## config.mk

```make
export PLATFORM = sky130hd
export DESIGN_NAME = dbuf_read_ctrl
export DESIGN_NICKNAME = d
export VERILOG_FILES = /design/src/rtl/dbuf_rd_pkg.sv /design/src/rtl/dbuf_line_cam.sv /design/src/rtl/dbuf_window.sv /design/src/rtl/dbuf_backing.sv /design/src/rtl/dbuf_read_ctrl.sv
export SDC_FILE = /design/constraint.sdc
export NUM_CORES = 2
export LEC_CHECK = 0
export BUFFER_PORTS_ARGS = -buffer_cell sky130_fd_sc_hd__buf_4
export CORE_UTILIZATION = 60
export CTS_CLUSTER_DIAMETER = 100
export CTS_CLUSTER_SIZE = 25
export DETAILED_ROUTE_END_ITERATION = 8
export GPL_TIMING_DRIVEN = 0
export PLACE_DENSITY = 0.76
export SYNTH_ARGS = -nofsm -noshare
export SYNTH_HDL_FRONTEND = slang
export SYNTH_SLANG_ARGS = --single-unit
```

## constraint.sdc

```tcl
create_clock -name clk -period 5.6 [get_ports clk]
set_input_delay 0.56 -clock clk [delete_from_list [all_inputs] [get_ports clk]]
set_output_delay 0.56 -clock clk [all_outputs]
set_load 0.005 [all_outputs]
```

## src/rtl/dbuf_rd_pkg.sv

```systemverilog
package dbuf_rd_pkg;

    typedef enum logic [1:0] {
        PH_IDLE = 2'd0,
        PH_FILL = 2'd1,
        PH_LOOK = 2'd2
    } phase_e;

    function automatic int unsigned cdiv(input int unsigned num, input int unsigned den);
        return (num + den - 1) / den;
    endfunction

    function automatic int unsigned line_elems(input int unsigned total);
        return cdiv(total, 100);
    endfunction

    function automatic int unsigned act_cap(input int unsigned total, input int unsigned pct);
        return cdiv(total * pct, 100);
    endfunction

    function automatic int unsigned act_lines(input int unsigned total, input int unsigned pct,
                                              input int unsigned lines);
        int unsigned most;
        most = cdiv(act_cap(total, pct), line_elems(total));
        return (lines > most) ? most : lines;
    endfunction

    function automatic int unsigned pre_lines(input int unsigned total, input int unsigned pct,
                                              input int unsigned lines);
        int unsigned most;
        int unsigned left;
        most = cdiv(total - act_cap(total, pct), line_elems(total));
        left = lines - act_lines(total, pct, lines);
        return (left > most) ? most : left;
    endfunction

endpackage

```

## src/rtl/dbuf_line_cam.sv

```systemverilog
module dbuf_line_cam #(
    parameter int NUM_LINES  = 64,
    parameter int LINE_ELEMS = 2,
    parameter int ADDR_W     = 16,
    parameter int LINE_W     = 6,
    parameter int ELEM_W     = 1
) (
    input  logic                 clk,
    input  logic                 wr_en,
    input  logic [LINE_W-1:0]    wr_line,
    input  logic [ELEM_W-1:0]    wr_elem,
    input  logic [ADDR_W-1:0]    wr_addr,
    input  logic [ADDR_W-1:0]    key,
    output logic [NUM_LINES-1:0] line_hit
);

    logic [ADDR_W-1:0] slot_q [NUM_LINES][LINE_ELEMS];

    always_ff @(posedge clk) begin
        if (wr_en) begin
            slot_q[wr_line][wr_elem] <= wr_addr;
        end
    end

    for (genvar gl = 0; gl < NUM_LINES; gl++) begin : g_line
        logic [LINE_ELEMS-1:0] eq;
        for (genvar ge = 0; ge < LINE_ELEMS; ge++) begin : g_elem
            assign eq[ge] = (slot_q[gl][ge] == key);
        end
        assign line_hit[gl] = |eq;
    end

endmodule

```

## src/rtl/dbuf_window.sv

```systemverilog
module dbuf_window #(
    parameter int NUM_LINES = 64,
    parameter int ACT_LINES = 45,
    parameter int PRE_LINES = 15,
    parameter int LINE_W    = 6
) (
    input  logic [LINE_W-1:0]    start,
    input  logic [LINE_W-1:0]    stop,
    output logic [NUM_LINES-1:0] resident,
    output logic [LINE_W-1:0]    nxt_start,
    output logic [LINE_W-1:0]    nxt_stop
);

    localparam int SUM_W = LINE_W + 1;

    function automatic logic [LINE_W-1:0] ring_add(input logic [LINE_W-1:0] base,
                                                   input int unsigned step);
        logic [SUM_W-1:0] sum;
        sum = {1'b0, base} + SUM_W'(step);
        if (sum >= SUM_W'(NUM_LINES)) begin
            sum = sum - SUM_W'(NUM_LINES);
        end
        return sum[LINE_W-1:0];
    endfunction

    always_comb begin
        nxt_start = ring_add(start, PRE_LINES);
        nxt_stop  = ring_add(nxt_start, ACT_LINES);
    end

    for (genvar gl = 0; gl < NUM_LINES; gl++) begin : g_mask
        logic above_start;
        logic below_stop;
        assign above_start  = (LINE_W'(gl) >= start);
        assign below_stop   = (LINE_W'(gl) < stop);
        assign resident[gl] = (start < stop) ? (above_start && below_stop)
                                             : (above_start || below_stop);
    end

endmodule

```

## src/rtl/dbuf_backing.sv

```systemverilog
module dbuf_backing #(
    parameter int CYC_W      = 32,
    parameter int WORD_W     = 32,
    parameter int ACT_LINES  = 45,
    parameter int PRE_LINES  = 15,
    parameter int LINE_ELEMS = 2,
    parameter int MEM_LAT    = 10
) (
    input  logic              fill,
    input  logic [CYC_W-1:0]  prev_done,
    input  logic [CYC_W-1:0]  arrival,
    output logic [CYC_W-1:0]  done,
    output logic [WORD_W-1:0] words
);

    localparam int FILL_WORDS = ACT_LINES * LINE_ELEMS;
    localparam int PRE_WORDS  = PRE_LINES * LINE_ELEMS;
    localparam int PRE_SPAN   = PRE_LINES + MEM_LAT;

    always_comb begin
        if (fill) begin
            done  = arrival - CYC_W'(1);
            words = WORD_W'(FILL_WORDS);
        end else begin
            done  = prev_done + CYC_W'(PRE_SPAN);
            words = WORD_W'(PRE_WORDS);
        end
    end

endmodule

```

## src/rtl/dbuf_read_ctrl.sv

```systemverilog
module dbuf_read_ctrl
    import dbuf_rd_pkg::*;
#(
    parameter int ADDR_W      = 16,
    parameter int NUM_LINES   = 64,
    parameter int TOTAL_ELEMS = 120,
    parameter int ACT_PCT     = 75,
    parameter int HIT_LAT     = 2,
    parameter int MEM_LAT     = 10,
    parameter int CYC_W       = 32,
    parameter int WORD_W      = 32,
    localparam int LINE_ELEMS = int'(line_elems(TOTAL_ELEMS)),
    localparam int LINE_W     = $clog2(NUM_LINES),
    localparam int ELEM_W     = (LINE_ELEMS > 1) ? $clog2(LINE_ELEMS) : 1
) (
    input  logic              clk,
    input  logic              rst,
    input  logic              tbl_we,
    input  logic [LINE_W-1:0] tbl_line,
    input  logic [ELEM_W-1:0] tbl_elem,
    input  logic [ADDR_W-1:0] tbl_addr,
    input  logic              req_valid,
    output logic              req_ready,
    input  logic [ADDR_W-1:0] req_addr,
    input  logic [CYC_W-1:0]  req_cycle,
    output logic              rsp_valid,
    output logic [CYC_W-1:0]  rsp_cycle,
    output logic              rsp_miss,
    output logic [WORD_W-1:0] words_req
);

    localparam int ACT_LINES = int'(act_lines(TOTAL_ELEMS, ACT_PCT, NUM_LINES));
    localparam int PRE_LINES = int'(pre_lines(TOTAL_ELEMS, ACT_PCT, NUM_LINES));

    typedef struct packed {
        phase_e             phase;
        logic [LINE_W-1:0]  start;
        logic [LINE_W-1:0]  stop;
        logic               full;
        logic [CYC_W-1:0]   offset;
        logic [CYC_W-1:0]   done;
        logic [WORD_W-1:0]  words;
        logic [ADDR_W-1:0]  key;
        logic [CYC_W-1:0]   arrival;
        logic               missed;
        logic               rv;
        logic [CYC_W-1:0]   rc;
        logic               rm;
    } ctl_t;

    ctl_t ctl_d, ctl_q;

    logic [NUM_LINES-1:0] line_hit;
    logic [NUM_LINES-1:0] resident;
    logic [LINE_W-1:0]    nxt_start;
    logic [LINE_W-1:0]    nxt_stop;
    logic [CYC_W-1:0]     bk_done;
    logic [WORD_W-1:0]    bk_words;
    logic                 fill_sel;
    logic                 found;
    logic [CYC_W-1:0]     off_new;
    logic [LINE_W-1:0]    win_start;
    logic                 win_full;

    dbuf_line_cam #(
        .NUM_LINES (NUM_LINES),
        .LINE_ELEMS(LINE_ELEMS),
        .ADDR_W    (ADDR_W),
        .LINE_W    (LINE_W),
        .ELEM_W    (ELEM_W)
    ) u_cam (
        .clk     (clk),
        .wr_en   (tbl_we),
        .wr_line (tbl_line),
        .wr_elem (tbl_elem),
        .wr_addr (tbl_addr),
        .key     (ctl_q.key),
        .line_hit(line_hit)
    );

    dbuf_window #(
        .NUM_LINES(NUM_LINES),
        .ACT_LINES(ACT_LINES),
        .PRE_LINES(PRE_LINES),
        .LINE_W   (LINE_W)
    ) u_win (
        .start    (ctl_q.start),
        .stop     (ctl_q.stop),
        .resident (resident),
        .nxt_start(nxt_start),
        .nxt_stop (nxt_stop)
    );

    dbuf_backing #(
        .CYC_W     (CYC_W),
        .WORD_W    (WORD_W),
        .ACT_LINES (ACT_LINES),
        .PRE_LINES (PRE_LINES),
        .LINE_ELEMS(LINE_ELEMS),
        .MEM_LAT   (MEM_LAT)
    ) u_bk (
        .fill     (fill_sel),
        .prev_done(ctl_q.done),
        .arrival  (ctl_q.arrival),
        .done     (bk_done),
        .words    (bk_words)
    );

    assign fill_sel = (ctl_q.phase == PH_FILL);
    assign found    = |(line_hit & resident);
    assign off_new  = ctl_q.done - ctl_q.arrival;

    always_comb begin
        ctl_d    = ctl_q;
        ctl_d.rv = 1'b0;
        unique case (ctl_q.phase)
            PH_IDLE: begin
                if (req_valid && (req_addr != '1)) begin
                    ctl_d.key     = req_addr;
                    ctl_d.arrival = req_cycle;
                    ctl_d.missed  = 1'b0;
                    ctl_d.phase   = ctl_q.full ? PH_LOOK : PH_FILL;
                end
            end
            PH_FILL: begin
                ctl_d.start = '0;
                ctl_d.stop  = LINE_W'(ACT_LINES);
                ctl_d.done  = bk_done;
                ctl_d.words = ctl_q.words + bk_words;
                ctl_d.full  = 1'b1;
                ctl_d.phase = PH_LOOK;
            end
            PH_LOOK: begin
                if (found) begin
                    if (ctl_q.missed) begin
                        ctl_d.offset = off_new;
                    end
                    ctl_d.rv    = 1'b1;
                    ctl_d.rm    = ctl_q.missed;
                    ctl_d.rc    = ctl_q.arrival + ctl_d.offset;
                    ctl_d.phase = PH_IDLE;
                end else begin
                    ctl_d.start  = nxt_start;
                    ctl_d.stop   = nxt_stop;
                    ctl_d.done   = bk_done;
                    ctl_d.words  = ctl_q.words + bk_words;
                    ctl_d.missed = 1'b1;
                end
            end
            default: begin
                ctl_d.phase = PH_IDLE;
            end
        endcase
    end

    always_ff @(posedge clk) begin
        if (rst) begin
            ctl_q.phase   <= PH_IDLE;
            ctl_q.start   <= '0;
            ctl_q.stop    <= '0;
            ctl_q.full    <= 1'b0;
            ctl_q.offset  <= CYC_W'(HIT_LAT);
            ctl_q.done    <= '0;
            ctl_q.words   <= '0;
            ctl_q.key     <= '0;
            ctl_q.arrival <= '0;
            ctl_q.missed  <= 1'b0;
            ctl_q.rv      <= 1'b0;
            ctl_q.rc      <= '0;
            ctl_q.rm      <= 1'b0;
        end else begin
            ctl_q <= ctl_d;
        end
    end

    assign req_ready = (ctl_q.phase == PH_IDLE);
    assign rsp_valid = ctl_q.rv;
    assign rsp_cycle = ctl_q.rc;
    assign rsp_miss  = ctl_q.rm;
    assign words_req = ctl_q.words;
    assign win_start = ctl_q.start;
    assign win_full  = ctl_q.full;

endmodule

```

# Word-level counts from Yosys, hierarchy flattened
# Memory sizes are Yosys's and may differ from the RTL's.
# Index checks and enable logic that the tools add are counted.
# op_classes
n_addsub	9
order_cmp	133
eq_ne	134
mux	87
bitwise_logic	3
reduce_logical	204
# op_table
op	n
$eq 16x16->1	128
$ge 6x6->1 const A	32
$lt 6x6->1 const A	32
$mux 32	5
$reduce_or 2->1	65
$pmux 64 s2	1
$ge 5x6->1 const A	16
$lt 5x6->1 const A	16
$mux 1	67
$logic_and 1x1->1	66
$add 32x32->32	2
$and 64x64->64	1
$logic_or 1x1->1	64
$mux 64	1
$reduce_or 64->1	1
$ge 4x6->1 const A	8
$lt 4x6->1 const A	8
$mux 34	1
$add 32x5->32 const B	1
$sub 32x1->32 const B	1
$sub 32x32->32	1
$ge 3x6->1 const A	4
$lt 3x6->1 const A	4
$pmux 12 s2	1
other kinds (30)	44
# word_totals
ff_bits	194
ram_bits	2048
word_cells	584
n_memories	1
# memory_table
memory	words	width	rd	rd_ports_with_merged_regs	wr	line_no	rtl
u_cam.slot_q	64	32	64	0	1	dbuf_line_cam.sv:17	logic [ADDR_W-1:0] slot_q [NUM_LINES][LINE_ELEMS];

# Longest topological paths before layout
# depth
ltp_word	9
ltp_mapped	27

# Modules after synthesis
# Synthesis repeated with hierarchy kept, for this count alone.
# unflattened
hier_cells	7420
hier_area_um2	102965.0
# modules_own_cells
module	instances	cells_per_inst	area_each_um2	seq_area_each_um2
dbuf_line_cam	1	5199	86008.7	61499.0
dbuf_read_ctrl	1	1636	12909.9	3883.7
dbuf_window	1	329	2158.3	0.0
dbuf_backing	1	256	1888.1	0.0

# Worst setup path after synthesis
# OpenSTA, ideal clock, no wires.
# synth_timing
path_type	reg2reg
startpoint	reg ctl_q[35] (netlist name)
endpoint	reg ctl_q (netlist bit rsp_cycle[31])
setup_time_ps	128
arrival_time_ps	4912
t_required_ps	5472
path_slack_ps	561
stages_incl_launch_ff	25
path_buffers	0
period_less_slack_ps	5039
path_cell_list	dfxtp_1 ha_1 inv_1 fa_1 a211oi_1 nor2_1 o311ai_0 o2111ai_1 a2111oi_0 nor3_1 a311o_1 nand3_1 nand2_1 xnor2_1 mux2_2 ha_1 nand2_1 nor2_1 a221o_1 o211a_1 o21a_1 nor2_1 xor3_1 mux2i_1 nor2_1
# synth_between
elab_chain_cells	5
# synth_lines
item	line_no	rtl
$sub 32x32->32	dbuf_read_ctrl.sv:111	assign off_new = ctl_q.done - ctl_q.arrival;
$mux 32	dbuf_read_ctrl.sv:135	if (ctl_q.missed) begin
$mux 32	dbuf_read_ctrl.sv:134	if (found) begin
$mux 32	dbuf_read_ctrl.sv:116	unique case (ctl_q.phase)
$add 32x32->32 *	dbuf_read_ctrl.sv:140	ctl_d.rc = ctl_q.arrival + ctl_d.offset;
end signal: assignment	dbuf_read_ctrl.sv:172	ctl_q <= ctl_d;
end: declaration	dbuf_read_ctrl.sv:51	ctl_t ctl_d, ctl_q;
# Mark *: on every way between the ends. The rest lies on a longest branch, timed or not. The select of a mux whose other input is x is not followed.
# A chain may end at the register's enable or synchronous reset.

# Worst setup path after layout
# layout_timing
startpoint	reg ctl_q[115] in the netlist's numbering
endpoint	reg ctl_q (netlist bit rsp_cycle[31])
# layout_between
elab_chain_cells	5
# layout_lines
item	line_no
$sub 32x32->32	dbuf_read_ctrl.sv:111
$mux 32	dbuf_read_ctrl.sv:135
$mux 32	dbuf_read_ctrl.sv:134
$mux 32	dbuf_read_ctrl.sv:116
$add 32x32->32	dbuf_read_ctrl.sv:140
# Every way passes these cells. The select of a mux whose other input is x is not followed.

==> out/metrics.yaml <==
outcome:
  status: "complete, but fails checks"
  failed_checks: "max-capacitance violations, max-slew violations"
global_routing:
  grt_max_degree: 93
  grt.total_usage_pct: 39.44
  grt_pass1_wl_um: 458100
  grt_remaining_overflow: 0
  grt_pass1_vias: 59426
  antenna_found_initial: 31
worst_setup_path:
  cp.buffers_inverters: 4
  crit_path_end_kind: "flip-flop"
  startpoint_type: "flip-flop"
  critPathArrivalTime_ns: 6.22
  slowest_stage: "o41a_1"
  critPathKind: "flip-flop to flip-flop"
  worst-r2r-cell-count: 26
  r2r_end: "rsp_cycle[31]"
  cp_max_fo: 6
  path_delay_family: "compound AO/OA/AOI/OAI gates"
  slowest_delay_ns: 0.43
  rr_startpoint: "ctl_q[115]"
  required_ns: 6.23
  regToRegSetupSlack_ns: 0.01
yosys:
  synthArstFlopShare_pct: 0
  synth_cells: 7136
  yosys_warnings: 0
  synth_top_area_share_pct: 61.33
  synth_top_area_cell: "edfxtp_1"
  synth_top_flop_cell: "edfxtp_1"
  synth.distinct_cells: 89
  syn-mean-instance-area_sq_um: 14.05
  synthAdderAreaFrac_pct: 1.368
  synth_top_family_by_area: "XOR/XNOR gates"
  synth_edf_count: 2048
  seq_area_frac_synth_pct: 65.18
  netlist_top_cells_area: "edfxtp_1 61%, xor2_1 9.6%, xnor2_1 9.4%, dfxtp_1 3.9%, nor4_1 2.2%"
  synth_nets: 7295
  synth_area_sq_um: 100300
  muxShareOfSynthArea_pct: 0.7561
  synth_compound_area_share_pct: 3.099
  synth-xor-area-share_pct: 19.04
  synth-seq-cells: 2241
  yosys.area_share.simple_pct: 8.137
floorplanning:
  row_count: 149
  dieHeight_um: 410.8
  die_area_sq_um: 168800
  core_area_sq_um: 165400
  initial_utilization_pct: 60.64
  io_pins: 142
  die_w_um: 410.8
route:
  firstDrtPassIters: 6
  route.antenna.remaining_nets: 0
  vias_per_cell: 6.617
  drc: 0
  vias: 63904
  routed_wl_um: 338500
  drt-initial-drc-count: 10875
  wire_per_inst_um: 35.06
sta:
  slew_viol_final: 54
  fmax_ghz: 0.1790
  finalSetupViolCount: 0
  setup_ws_ns: 0.01260
  min_period_ns: 5.587
  grt_setup_unrepaired: "true"
  fin_crit_sh_pct: 99.77
  finalClockSkew_ns: 0.06320
  hold_viol: 0
  relSlewSlack_pct: -4.287
  worst_pin_slew_ns: 1.561
  tns_ns: 0
finish:
  layout_commonest_cell: "edfxtp_1"
  seq_area_sq_um: 65380
  fillCellCount: 11669
  drive_gt1_share_pct: 10.08
  multi_input_area_sq_um: 32910
  mostFrequentLayoutCells: "2048 x edfxtp_1, 1100 x xor2_1, 1076 x xnor2_1, 345 x nor2_1, 336 x nor4_1"
  area_growth_syn_to_layout_pct: 8.093
  fin_nets: 7596
  final_util_pct: 65.55
flow_run:
  maxCapViolCount: 6
placed_design:
  io_buffer_count: 134
  dp_slack_ns: -0.6891
  gp_congestion: 1.021
  hpwl_um: 203200
power:
  p_leak_nw: 36.99
  peakVddDrop_mv: 0.3004
  p_total_w: 0.03221
  powerDensity_nw_per_um2: 297.2
clock_network:
  clkTransAtPathRegs_ns: 0.11
  clk_latency_ns: 0.82
  cts-buffers-inserted: 101
  cts_sinks: 2241
  root_buffer: "clkbuf_16"
  h-tree-depth: 3
  cts_tree: "done"
  cts.path.max_buffers: 3
min_path:
  min_path_cells: 3
  hold_start: "req_cycle[16]"
  hold_end: "ctl_q[51]"
  holdCritPathClass: "input port to flip-flop"
cell families after synthesis:
| kind of cell | Yosys count |
|---|---|
| AOI/OAI and AO/OA | 489 |
| muxes | 73 |
| DFF | 2241 |
| buffers and inverters | 496 |
| other | 1 |
| and+or+nand+nor | 1545 |
| adders and majority gates | 113 |
| xor gates and xnor gates | 2178 |
flip-flops by register name, summed over array words and instances, names as in the netlist:
name          flops
u_cam.slot_q   2048
ctl_q           121
rsp_cycle        32
words_req        31
win_start         6
rsp_miss          1
rsp_valid         1
win_full          1
where the power goes:
| group | internal (W) | switching [W] |
|---|---|---|
| Sequential | 0.0183 | 0.000127 |
| Combinational | 0.00159 | 0.00355 |
| Clock | 0.00340 | 0.00520 |
layout make-up:
cell class,count,share of cell area [%]
multi-input cells,4399,30.36
diodes,7,0.01616
flip-flops and latches,2241,60.32
clock buffers,112,2.399
clock inverters,15,0.1674
inverters,74,0.2609
repair buffers,199,1.931
well taps,2189,2.527
plain buffers,421,2.018
worst max-delay path by stage:
stage | startpoint | to | slack, ns | depth (start not counted)
after floorplan | ctl_q[35] | rsp_cycle[31] | 0.56 | 24
after global placement | ctl_q[70] | words_req[2] | -0.60 | 15
after detailed placement | ctl_q[35] | rsp_cycle[31] | -0.69 | 24
after CTS | ctl_q[37] | rsp_cycle[31] | 0.02 | 25
after global routing | ctl_q[35] | rsp_cycle[31] | -0.24 | 25
final | ctl_q[115] | rsp_cycle[31] | 0.01 | 26
stage by stage:
step	instance area (sq um)	std cells	hold slack, ns
after floorplan	100300	7136	0.4263
after global placement	104000	9459	0.4417
after detailed placement	104700	9480	0.4462
after CTS	107800	9629	0.003554
after global routing	108400	9652	0.02404
final	108400	9657	0.02565
tightest hold or removal path, delay by kind of cell:
kind | cells | cell delay (ns)
compound gates | 1 | 0.05
buf+inv | 1 | 0.13
simple gates | 1 | 0.05
metal layers:
layer  up-vias  GRT usage [%]  wire (um)
li1      26182              -          -
met1     31820          52.31     119800
met2      4860          58.66     147600
met3      1018          11.43      48280
met4        24          21.81      22350
met5         -              0        505
Yosys cell counts (57+ instances only):
master	n
a21oi_1	173
buf_2	240
buf_4	67
clkbuf_1	108
dfxtp_1	193
edfxtp_1	2048
ha_1	81
inv_1	70
nand2_1	250
nand4_1	331
nor2_1	375
nor3_1	57
nor4_1	349
o21ai_0	87
xnor2_1	1077
xor2_1	1100
timing repair:
action | in CTS | in global routing
endpoints found under the hold margin | 21 | 0
gates resized for setup | 19 | 81
pin swaps | 1 | 21
endpoints found under the setup margin | 130 | 107
setup buffers | 1 | 15
gates cloned | 0 | 0
hold buffers | 21 | 0
(Power assumes the default switching activity.)
